===== src/rtl/dlr_pkg.sv =====
package dlr_pkg;
   typedef enum logic {
      DIR_CCW = 1'b0,
      DIR_CW  = 1'b1
   } shift_dir_e;
endpackage


===== src/rtl/dlr_shift_lane.sv =====
module dlr_shift_lane
   import dlr_pkg::*;
#(
   parameter int STAGES = 32
) (
   input  logic              clk,
   input  logic              rst_n,
   input  shift_dir_e        dir,
   input  logic              lo_in,
   input  logic              hi_in,
   output logic [STAGES-1:0] q
);
   localparam int TOP = STAGES - 1;

   if (STAGES < 2) begin : g_bad_stages
      $error("dlr_shift_lane: STAGES must be at least 2");
   end

   always_ff @(posedge clk) begin
      if (!rst_n)
         q <= '0;
      else if (dir == DIR_CW)
         q <= {q[TOP-1:0], lo_in};
      else
         q <= {hi_in, q[TOP:1]};
   end

   // reset clears the chain
   p_reset_clear_r1: assert property (@(posedge clk)
      !rst_n |=> q == '0);

   // upward shift, low pin feeds stage 0
   p_cw_shift_r2: assert property (@(posedge clk) disable iff (!rst_n)
      (dir == DIR_CW) |=> (q[TOP:1] == $past(q[TOP-1:0])) && (q[0] == $past(lo_in)));

   // downward shift, high pin feeds the top stage
   p_ccw_shift_r3: assert property (@(posedge clk) disable iff (!rst_n)
      (dir == DIR_CCW) |=> (q[TOP-1:0] == $past(q[TOP:1])) && (q[TOP] == $past(hi_in)));
endmodule


===== src/rtl/dlr_hold_bank.sv =====
module dlr_hold_bank #(
   parameter int BITS = 64
) (
   input  logic            clk,
   input  logic            rst_n,
   input  logic            load,
   input  logic [BITS-1:0] d,
   output logic [BITS-1:0] q
);
   if (BITS < 1) begin : g_bad_bits
      $error("dlr_hold_bank: BITS must be positive");
   end

   always_ff @(posedge clk) begin
      if (!rst_n)
         q <= '0;
      else if (load)
         q <= d;
   end

   // reset clears the bank
   p_bank_reset_r1: assert property (@(posedge clk)
      !rst_n |=> q == '0);

   // capture pre-edge chain contents while loading
   p_capture_r7: assert property (@(posedge clk) disable iff (!rst_n)
      load |=> q == $past(d));

   // hold while not loading
   p_hold_r7: assert property (@(posedge clk) disable iff (!rst_n)
      !load |=> $stable(q));
endmodule


===== src/rtl/dlr_blank_gate.sv =====
module dlr_blank_gate #(
   parameter int BITS = 64
) (
   input  logic            blank_n,
   input  logic [BITS-1:0] held,
   output logic [BITS-1:0] chan_on
);
   always_comb begin
      chan_on = held;
      if (!blank_n)
         chan_on = '1;
   end
endmodule


===== src/rtl/dlr_column_driver.sv =====
module dlr_column_driver
   import dlr_pkg::*;
#(
   parameter int LANES  = 2,
   parameter int LANE_W = 32
) (
   input  logic                     clk,
   input  logic                     rst_n,
   input  logic                     dir_cw,
   input  logic                     latch_en,
   input  logic                     blank_n,
   input  logic [LANES-1:0]         lo_pin_in,
   output logic [LANES-1:0]         lo_pin_out,
   output logic [LANES-1:0]         lo_pin_oe,
   input  logic [LANES-1:0]         hi_pin_in,
   output logic [LANES-1:0]         hi_pin_out,
   output logic [LANES-1:0]         hi_pin_oe,
   output logic [LANES*LANE_W-1:0]  chan_on
);
   localparam int CHANS = LANES * LANE_W;

   if (LANES < 1) begin : g_bad_lanes
      $error("dlr_column_driver: LANES must be positive");
   end

   shift_dir_e           dir_sel;
   logic [CHANS-1:0]     chain_flat;
   logic [CHANS-1:0]     held;

   assign dir_sel = dir_cw ? DIR_CW : DIR_CCW;

   for (genvar k = 0; k < LANES; k++) begin : g_lane
      logic [LANE_W-1:0] stages;

      dlr_shift_lane #(.STAGES(LANE_W)) u_lane (
         .clk   (clk),
         .rst_n (rst_n),
         .dir   (dir_sel),
         .lo_in (lo_pin_in[k]),
         .hi_in (hi_pin_in[k]),
         .q     (stages)
      );

      assign chain_flat[k*LANE_W +: LANE_W] = stages;
      assign lo_pin_out[k] = stages[0];
      assign hi_pin_out[k] = stages[LANE_W-1];
      assign lo_pin_oe[k]  = (dir_sel == DIR_CCW);
      assign hi_pin_oe[k]  = (dir_sel == DIR_CW);
   end

   dlr_hold_bank #(.BITS(CHANS)) u_bank (
      .clk   (clk),
      .rst_n (rst_n),
      .load  (latch_en),
      .d     (chain_flat),
      .q     (held)
   );

   dlr_blank_gate #(.BITS(CHANS)) u_blank (
      .blank_n (blank_n),
      .held    (held),
      .chan_on (chan_on)
   );

   // blank forces every channel on
   p_blank_all_on_r8: assert property (@(posedge clk) disable iff (!rst_n)
      !blank_n |-> &chan_on);

   // unblanked channels follow the bank
   p_unblank_pass_r8: assert property (@(posedge clk) disable iff (!rst_n)
      blank_n |-> chan_on == held);
endmodule


===== config.mk =====
export PLATFORM = sky130hd
export DESIGN_NAME = dlr_column_driver
export DESIGN_NICKNAME = d
export VERILOG_FILES = /design/src/rtl/dlr_pkg.sv /design/src/rtl/dlr_shift_lane.sv /design/src/rtl/dlr_hold_bank.sv /design/src/rtl/dlr_blank_gate.sv /design/src/rtl/dlr_column_driver.sv
export SDC_FILE = /design/constraint.sdc
export NUM_CORES = 1
export LEC_CHECK = 0
export BUFFER_PORTS_ARGS = -buffer_cell sky130_fd_sc_hd__buf_2
export CORE_ASPECT_RATIO = 1.5
export CORE_MARGIN = 5
export CORE_UTILIZATION = 40
export DETAILED_ROUTE_END_ITERATION = 10
export PLACE_DENSITY = 0.65
export SLEW_MARGIN = 20
export SYNTH_ARGS = -nofsm -noshare
export SYNTH_HDL_FRONTEND = slang
export SYNTH_HIERARCHICAL = 1
export SYNTH_SLANG_ARGS = --single-unit

===== constraint.sdc =====
create_clock -name clk -period 1.68 [get_ports clk]
set_clock_uncertainty 0.1 [all_clocks]
set_input_delay 0.168 -clock clk [delete_from_list [all_inputs] [get_ports clk]]
set_output_delay 0.168 -clock clk [all_outputs]
set_load 0.02 [all_outputs]

==> metrics, run 1 <==
Pre-antenna DRT Iters 4; final period demand of the worst path 1374 ps; Root Driver clkbuf_16; maximum clock rate 727.6 MHz; element type at the critical path end output pin; largest area contributor in the synthesized netlist dfxtp_1; share of layout cells above drive strength 1 20.63%; Initial Util 40.29%; register bit count reported by yosys 128; count of standard-cell rows 52; total core area 13400 µm²; count of buffers added by post-CTS timing repair for setup 0; final number of max-transition violations 0; placer congestion estimate 0.6767; result of the run completed; tightest slew margin relative to the limit 69.33%; clock slew at reported path FFs 50 ps; kind of launch point of the worst setup path register; post-DP HPWL 6.246 mm; biggest area contributors in the synthesized netlist dfxtp_1 47%, mux2i_1 24%, nor2b_1 15%; number of buffers inserted during clock tree synthesis 17; global router's overall resource usage 12.69%; transition time at the pin with the least slew margin 460.0 ps; DRT Wirelength 9.845 mm; arrival time of the worst setup path 1110 ps; reported leakage power 2.840 nW; Initial DRC Count 97; clock tree sinks 128; number of setup violations in the final report 0; share of the cycle needed by the critical path after routing 81.81%; antenna diode count 0; total overflow reported by the global router 0; power density of the placed cells 1204 nW/µm²; unrepaired setup endpoints after global routing no; share of Yosys cell area claimed by the top area cell type 47.45%; number of H-tree levels 4; routed len/inst 13.41 µm; nets in the synthesized netlist 495; critical path class register to output pin; count of input and output buffers 80; Setup Total Neg Slack 0 ps; overall die area 15970 µm²; Synth cell types 13; Max Cap Viol 0; final design area excluding fillers 6514 µm²; via total after detailed routing 3396; number of nets in the layout 568; pin count of the biggest net entering global routing 129; worst vdd rail ir drop 0.6377 mV; final core area utilization 48.60%; number of vias per cell after detailed routing 4.627; wire length of the first global-routing pass 16.68 mm; antenna violations before repair 0; Fin. Hold Viols 0; synth-to-layout area growth 20.62%; YS warnings 6; DRC violation count after routing 0; via count of the first global-routing pass 3439; worst r2r path cells 3; Max Buffers Root-to-Sink 2; crit-path max FO 2; Power, Total 7.840 mW; Post-Synthesis Mean Instance Area 11.11 µm²; vertical die dimension 152.3 µm; hold crit path type primary input to register; clock latency on the worst-skew pair 410 ps; clock tree from TritonCTS built; mapped cell area 5400 µm²; number of top-level pins 81; die width 104.9 µm; Syn Inst Count 486; area post-placement 5769 µm²; register area share after synthesis 47.45%; residual antenna-violating net count after detailed routing 0; worst hold path depth 3; Required @ worst endpoint 1410 ps
-- per-layer routing --
metal  GRT usage, %  vias to the layer above  part of all wire (%)
li1               -                     1728                     -
met1          14.78                     1583                    44
met2          21.11                       75                    50
met3          4.070                       10                   4.7
met4          5.667                        0                   1.2
met5              0                        -                     0
-- final timing paths --
kind	slack, ps	to	from
worst max-delay path	310	chan_on[0]	u_bank/q[0]
worst min-delay path	230	u_bank/q[63]	rst_n
worst max register to register	380	g_lane[0].u_lane/q[31]	g_lane[0].u_lane/q[30]
worst min register to register	410	u_bank/q[14]	u_bank/q[14]
-- critical path, cell delays in order (launching register included) --
cell and delay (ps):
dfxtp_1 320, or2b_1 230, buf_2 160
-- metrics by stage --
| step | instances | hold WS (ps) | setup WS [ps] |
|---|---|---|---|
| after floorplan | 486 | 196.2 | 762.9 |
| after global placement | 697 | 334.5 | 463.0 |
| after detailed placement | 697 | 330.7 | 427.5 |
| after CTS | 734 | 220.8 | 282.6 |
| after global routing | 734 | 252.5 | 230.7 |
| final | 734 | 233.3 | 305.6 |
-- cells by family (layout without fill, tap and decap cells) --
kind of cell | Yosys count | after routing | synth area share (%)
buffers and inverters | 38 | 124 | 6.487
muxes | 128 | 128 | 23.73
DFF | 128 | 128 | 47.45
and+or+nand+nor | 192 | 192 | 22.34
-- area by class of cell --
type	instances	area [µm²]
clock inverters	12	227.7
fillers	1240	6889
repair buffers	91	563.0
flip-flops and latches	128	2562
inverters	1	3.754
multi-input cells	320	2487
well taps	162	202.7
clock buffers	20	466.7
-- timing repair --
item / CTS / global route
hold buffers: 5 / 0
gates resized for setup: 0 / 0
hold endpoints to repair: 4 / 0
-- flip-flops by register name, indices dropped and copies added (netlist names) --
signal,flops
u_bank/q,64
g_lane.u_lane/q,64
-- synth_stat cells, drive strengths merged --
cell type,instances
nor2b,128
inv,1
buf,24
dfxtp,128
nand2b,60
mux2i,128
or2b,4
clkbuf,13
-- cells in the final DEF, fill, tap and decap left out --
cell type      instances
mux2i_1              128
nor2b_1              128
dfxtp_1              128
buf_2                 78
nand2b_1              60
clkbuf_16             17
bufinv_16              6
dlygate4sd3_1          5
buf_12                 5
or2b_1                 4
clkbuf_8               3
buf_4                  3
inv_6                  2
clkinv_4               2
inv_1                  1
clkinv_2               1
clkinvlp_4             1
-- power by group --
group          leakage (nW)  internal [mW]  switching [mW]
registers              1.03           3.05         0.00904
logic                  1.47          0.228           0.316
clock network         0.337           2.91            1.33
(Power assumes the default switching activity.)
==> run 2, diff against run 1 <==
--- a/config.mk
+++ b/config.mk
@@ -5,6 +5,7 @@
 export SDC_FILE = /design/constraint.sdc
 export NUM_CORES = 1
 export LEC_CHECK = 0
+export ABC_AREA = 1
 export BUFFER_PORTS_ARGS = -buffer_cell sky130_fd_sc_hd__buf_2
 export CORE_ASPECT_RATIO = 1.5
 export CORE_MARGIN = 5
==> constraint.sdc (replaced) <==
create_clock -name clk -period 1.4 [get_ports clk]
set_clock_uncertainty 0.1 [all_clocks]
set_input_delay 0.14 -clock clk [delete_from_list [all_inputs] [get_ports clk]]
set_output_delay 0.14 -clock clk [all_outputs]
set_load 0.02 [all_outputs]
==> metrics, run 2 <==
number of H-tree levels 4 (unchanged); maximum clock rate 803.5 MHz; Initial Util 40.76% (+0.47 points); Max Buffers Root-to-Sink 2 (unchanged); unrepaired setup endpoints after global routing no; DRC violation count after routing 0 (unchanged); area taken by flip-flops and latches 2562 µm² (unchanged); Fin. Hold Viols 0 (unchanged); Power, Total 10.07 mW (+28%); count of standard-cell rows 54 (+3.8%); reported leakage power 3.681 nW (+30%); Synth cell types 8 (-5); via count of the first global-routing pass 4527 (+32%); final period demand of the worst path 1245 ps; delay of the slowest critical-path stage 330 ps (about the same); post-layout worst setup margin 155.4 ps (-150.2 ps); nets in the synthesized netlist 957 (+93%); Pre-antenna DRT Iters 5 (+1); post-synthesis xor/xnor area fraction 0% (unchanged); largest area contributor in the synthesized netlist dfxtp_1; DRT Wirelength 10.94 mm (+11%); register area share after synthesis 43.08% (-4.4 points); Largest regs g_lane.u_lane/q (64), u_bank/q (64); Syn Inst Count 948 (+95%); crit-path leading delay family flip-flops; non-filler cells, final 1222 (+66%); pre-CTS setup slack 341.7 ps (-85.80 ps); Max Cap Viol 0 (unchanged); multiplexer share of the synthesized area 0% (-24 points); residual antenna-violating net count after detailed routing 0 (unchanged); via total after detailed routing 4959 (+46%); most used standard cell by instance count after synthesis nand2_1; count of input and output buffers 80 (unchanged); most used flip-flop cell after synthesis dfxtp_1; crit-path max FO 2 (unchanged); biggest area contributors in the synthesized netlist dfxtp_1 43%, nand2_1 20%, nor2_1 16%; clock tree sinks 128 (unchanged); compound-cell area share of the yosys netlist 0% (unchanged); share of the cycle needed by the critical path after routing 88.90%; Post-Place Cells 1185 (+70%); kind of launch point of the worst setup path register; most common library cell in the layout ignoring fill and taps nand2_1; clock tree from TritonCTS built; antenna diode count 0 (unchanged); total overflow reported by the global router 0 (unchanged); count of buffers added by post-CTS timing repair for setup 0 (unchanged); largest family of logic cells by synthesized area simple AND/OR/NAND/NOR gates; element type at the critical path end output pin; most frequent cells in the layout 320 x nand2_1, 256 x nor2_1, 193 x inv_1; Setup Total Neg Slack 0 ps (unchanged); overall die area 17460 µm² (+9.3%); synth-to-layout area growth 17.59%; result of the run completed; clock slew at reported path FFs 60 ps (about the same); total of fill cells in the finished design 1578 (+27%); number of top-level pins 81 (unchanged); number of setup violations in the final report 0 (unchanged); worst vdd rail ir drop 0.7518 mV (+18%); pin count of the biggest net entering global routing 65 (-50%); Required @ worst endpoint 1160 ps (-250 ps); transition time at the pin with the least slew margin 278.8 ps (-181.2 ps); number of vias per cell after detailed routing 4.058 (-12%); area fraction in and, or, nand and nor cells after synthesis 36.35% (+14 points); clock latency on the worst-skew pair 410 ps (about the same); critical path class register to output pin; number of flops mapped to enable cells by yosys 0 (unchanged); antenna violations before repair 0 (unchanged); Post-Synthesis Mean Instance Area 6.274 µm² (-44%); arrival time of the worst setup path 1000 ps (-110 ps); Initial DRC Count 182 (+88%); post-DP HPWL 7.155 mm (+15%); cell-by-cell trace of the critical path inv_1 -> nand2_1 -> buf_2; YS warnings 6 (unchanged); crit path max-delay cell type dfxtp_1; vertical die dimension 159.4 µm (+4.6%); share of Yosys cell area claimed by the top area cell type 43.08% (-4.4 points); total area of multi-input combinational cells 2162 µm² (-13%); placer congestion estimate 0.7071 (+4.5%); number of buffers inserted during clock tree synthesis 17 (unchanged); wire length of the first global-routing pass 19.33 mm (+16%); die width 109.6 µm (+4.5%); critical path buffer and inverter count 2 (+1); post-synthesis share of cell area spent on full adders, half adders and majority gates 0% (unchanged); mapped cell area 5948 µm² (+10%); total core area 14590 µm² (+8.9%); power density of the placed cells 1440 nW/µm² (+20%); Async S/R FF share, synth 0% (unchanged); Root Driver clkbuf_16; ranking of synthesized cells by instance count 320 x nand2_1, 256 x nor2_1, 193 x inv_1; routed len/inst 8.955 µm (-33%); number of nets in the layout 1022 (+80%); global router's overall resource usage 13.34% (+0.65 points); share of layout cells above drive strength 1 12.09% (-8.5 points); final number of max-transition violations 0 (unchanged); hold crit path type primary input to register; tightest slew margin relative to the limit 81.41% (+12 points); register bit count reported by yosys 128 (unchanged)
==> run 2: changes by cell type after synthesis, sizes merged <==
cell / before / now
nor2: 0 / 256
nand2b: 60 / 0
inv: 1 / 193
nand2: 0 / 320
clkbuf: 13 / 0
nor2b: 128 / 0
mux2i: 128 / 0
or2b: 4 / 0
buf: 24 / 51
==> run 2: cells by family after synthesis <==
logic type / Yosys count
buffers and inverters: 244
flip-flops: 128
AND/OR/NAND/NOR: 576
==> run 2: layout make-up <==
cell class / instances / share of cell area, %
sequential: 128 / 36.64
multi-input combinational: 576 / 30.91
inverter: 193 / 10.36
timing repair buffer: 97 / 9.267
clock buffer: 18 / 6.279
tap: 196 / 3.506
clock inverter: 14 / 3.041
==> run 2: where the power goes <==
group          total, mW  internal (mW)  switching [mW]  leakage, nW
Combinational       1.22          0.446           0.772         2.30
Clock               4.82           3.21            1.61        0.320
Sequential          4.03           3.88           0.148         1.06
==> run 2: metrics by stage <==
stage	hold WS, ps	area [µm²]	utilization, %
3_5_place_dp	277.7	6292	43.12
3_3_place_gp	275.6	6292	43.12
4_1_cts	14.03	6994	47.93
2_1_floorplan	160.4	5948	-
5_1_grt	29.15	6994	47.93
6_report	29.77	6994	47.93
==> run 2: final timing paths <==
kind	depth (start not counted)	start	endpoint	slack [ps]
hold reg to reg	2	u_bank/q[52]	u_bank/q[52]	370
setup reg to reg	4	g_lane[1].u_lane/q[31]	u_bank/q[63]	610
setup / recovery	3	u_bank/q[27]	chan_on[27]	160
hold / removal	3	latch_en	u_bank/q[0]	30
==> run 2: repair_timing <==
item | 4_1_cts | 5_1_grt
gates resized for setup | 0 | 0
endpoints found under the hold margin | 5 | 0
hold buffers | 5 | 0
==> run 2: worst min-delay path, delay by kind of cell <==
family	cells	cell delay [ps]
buffers and inverters	1	190
AND/OR/NAND/NOR	2	170
==> run 2: metal layers <==
layer | part of all wire [%] | global-route usage (%) | vias to the layer above
met4 | 1.2 | 4.651 | 0
met2 | 50 | 23.76 | 70
li1 | - | - | 2747
met3 | 3.5 | 3.489 | 13
met5 | 0 | 0 | -
met1 | 45 | 15.01 | 2129
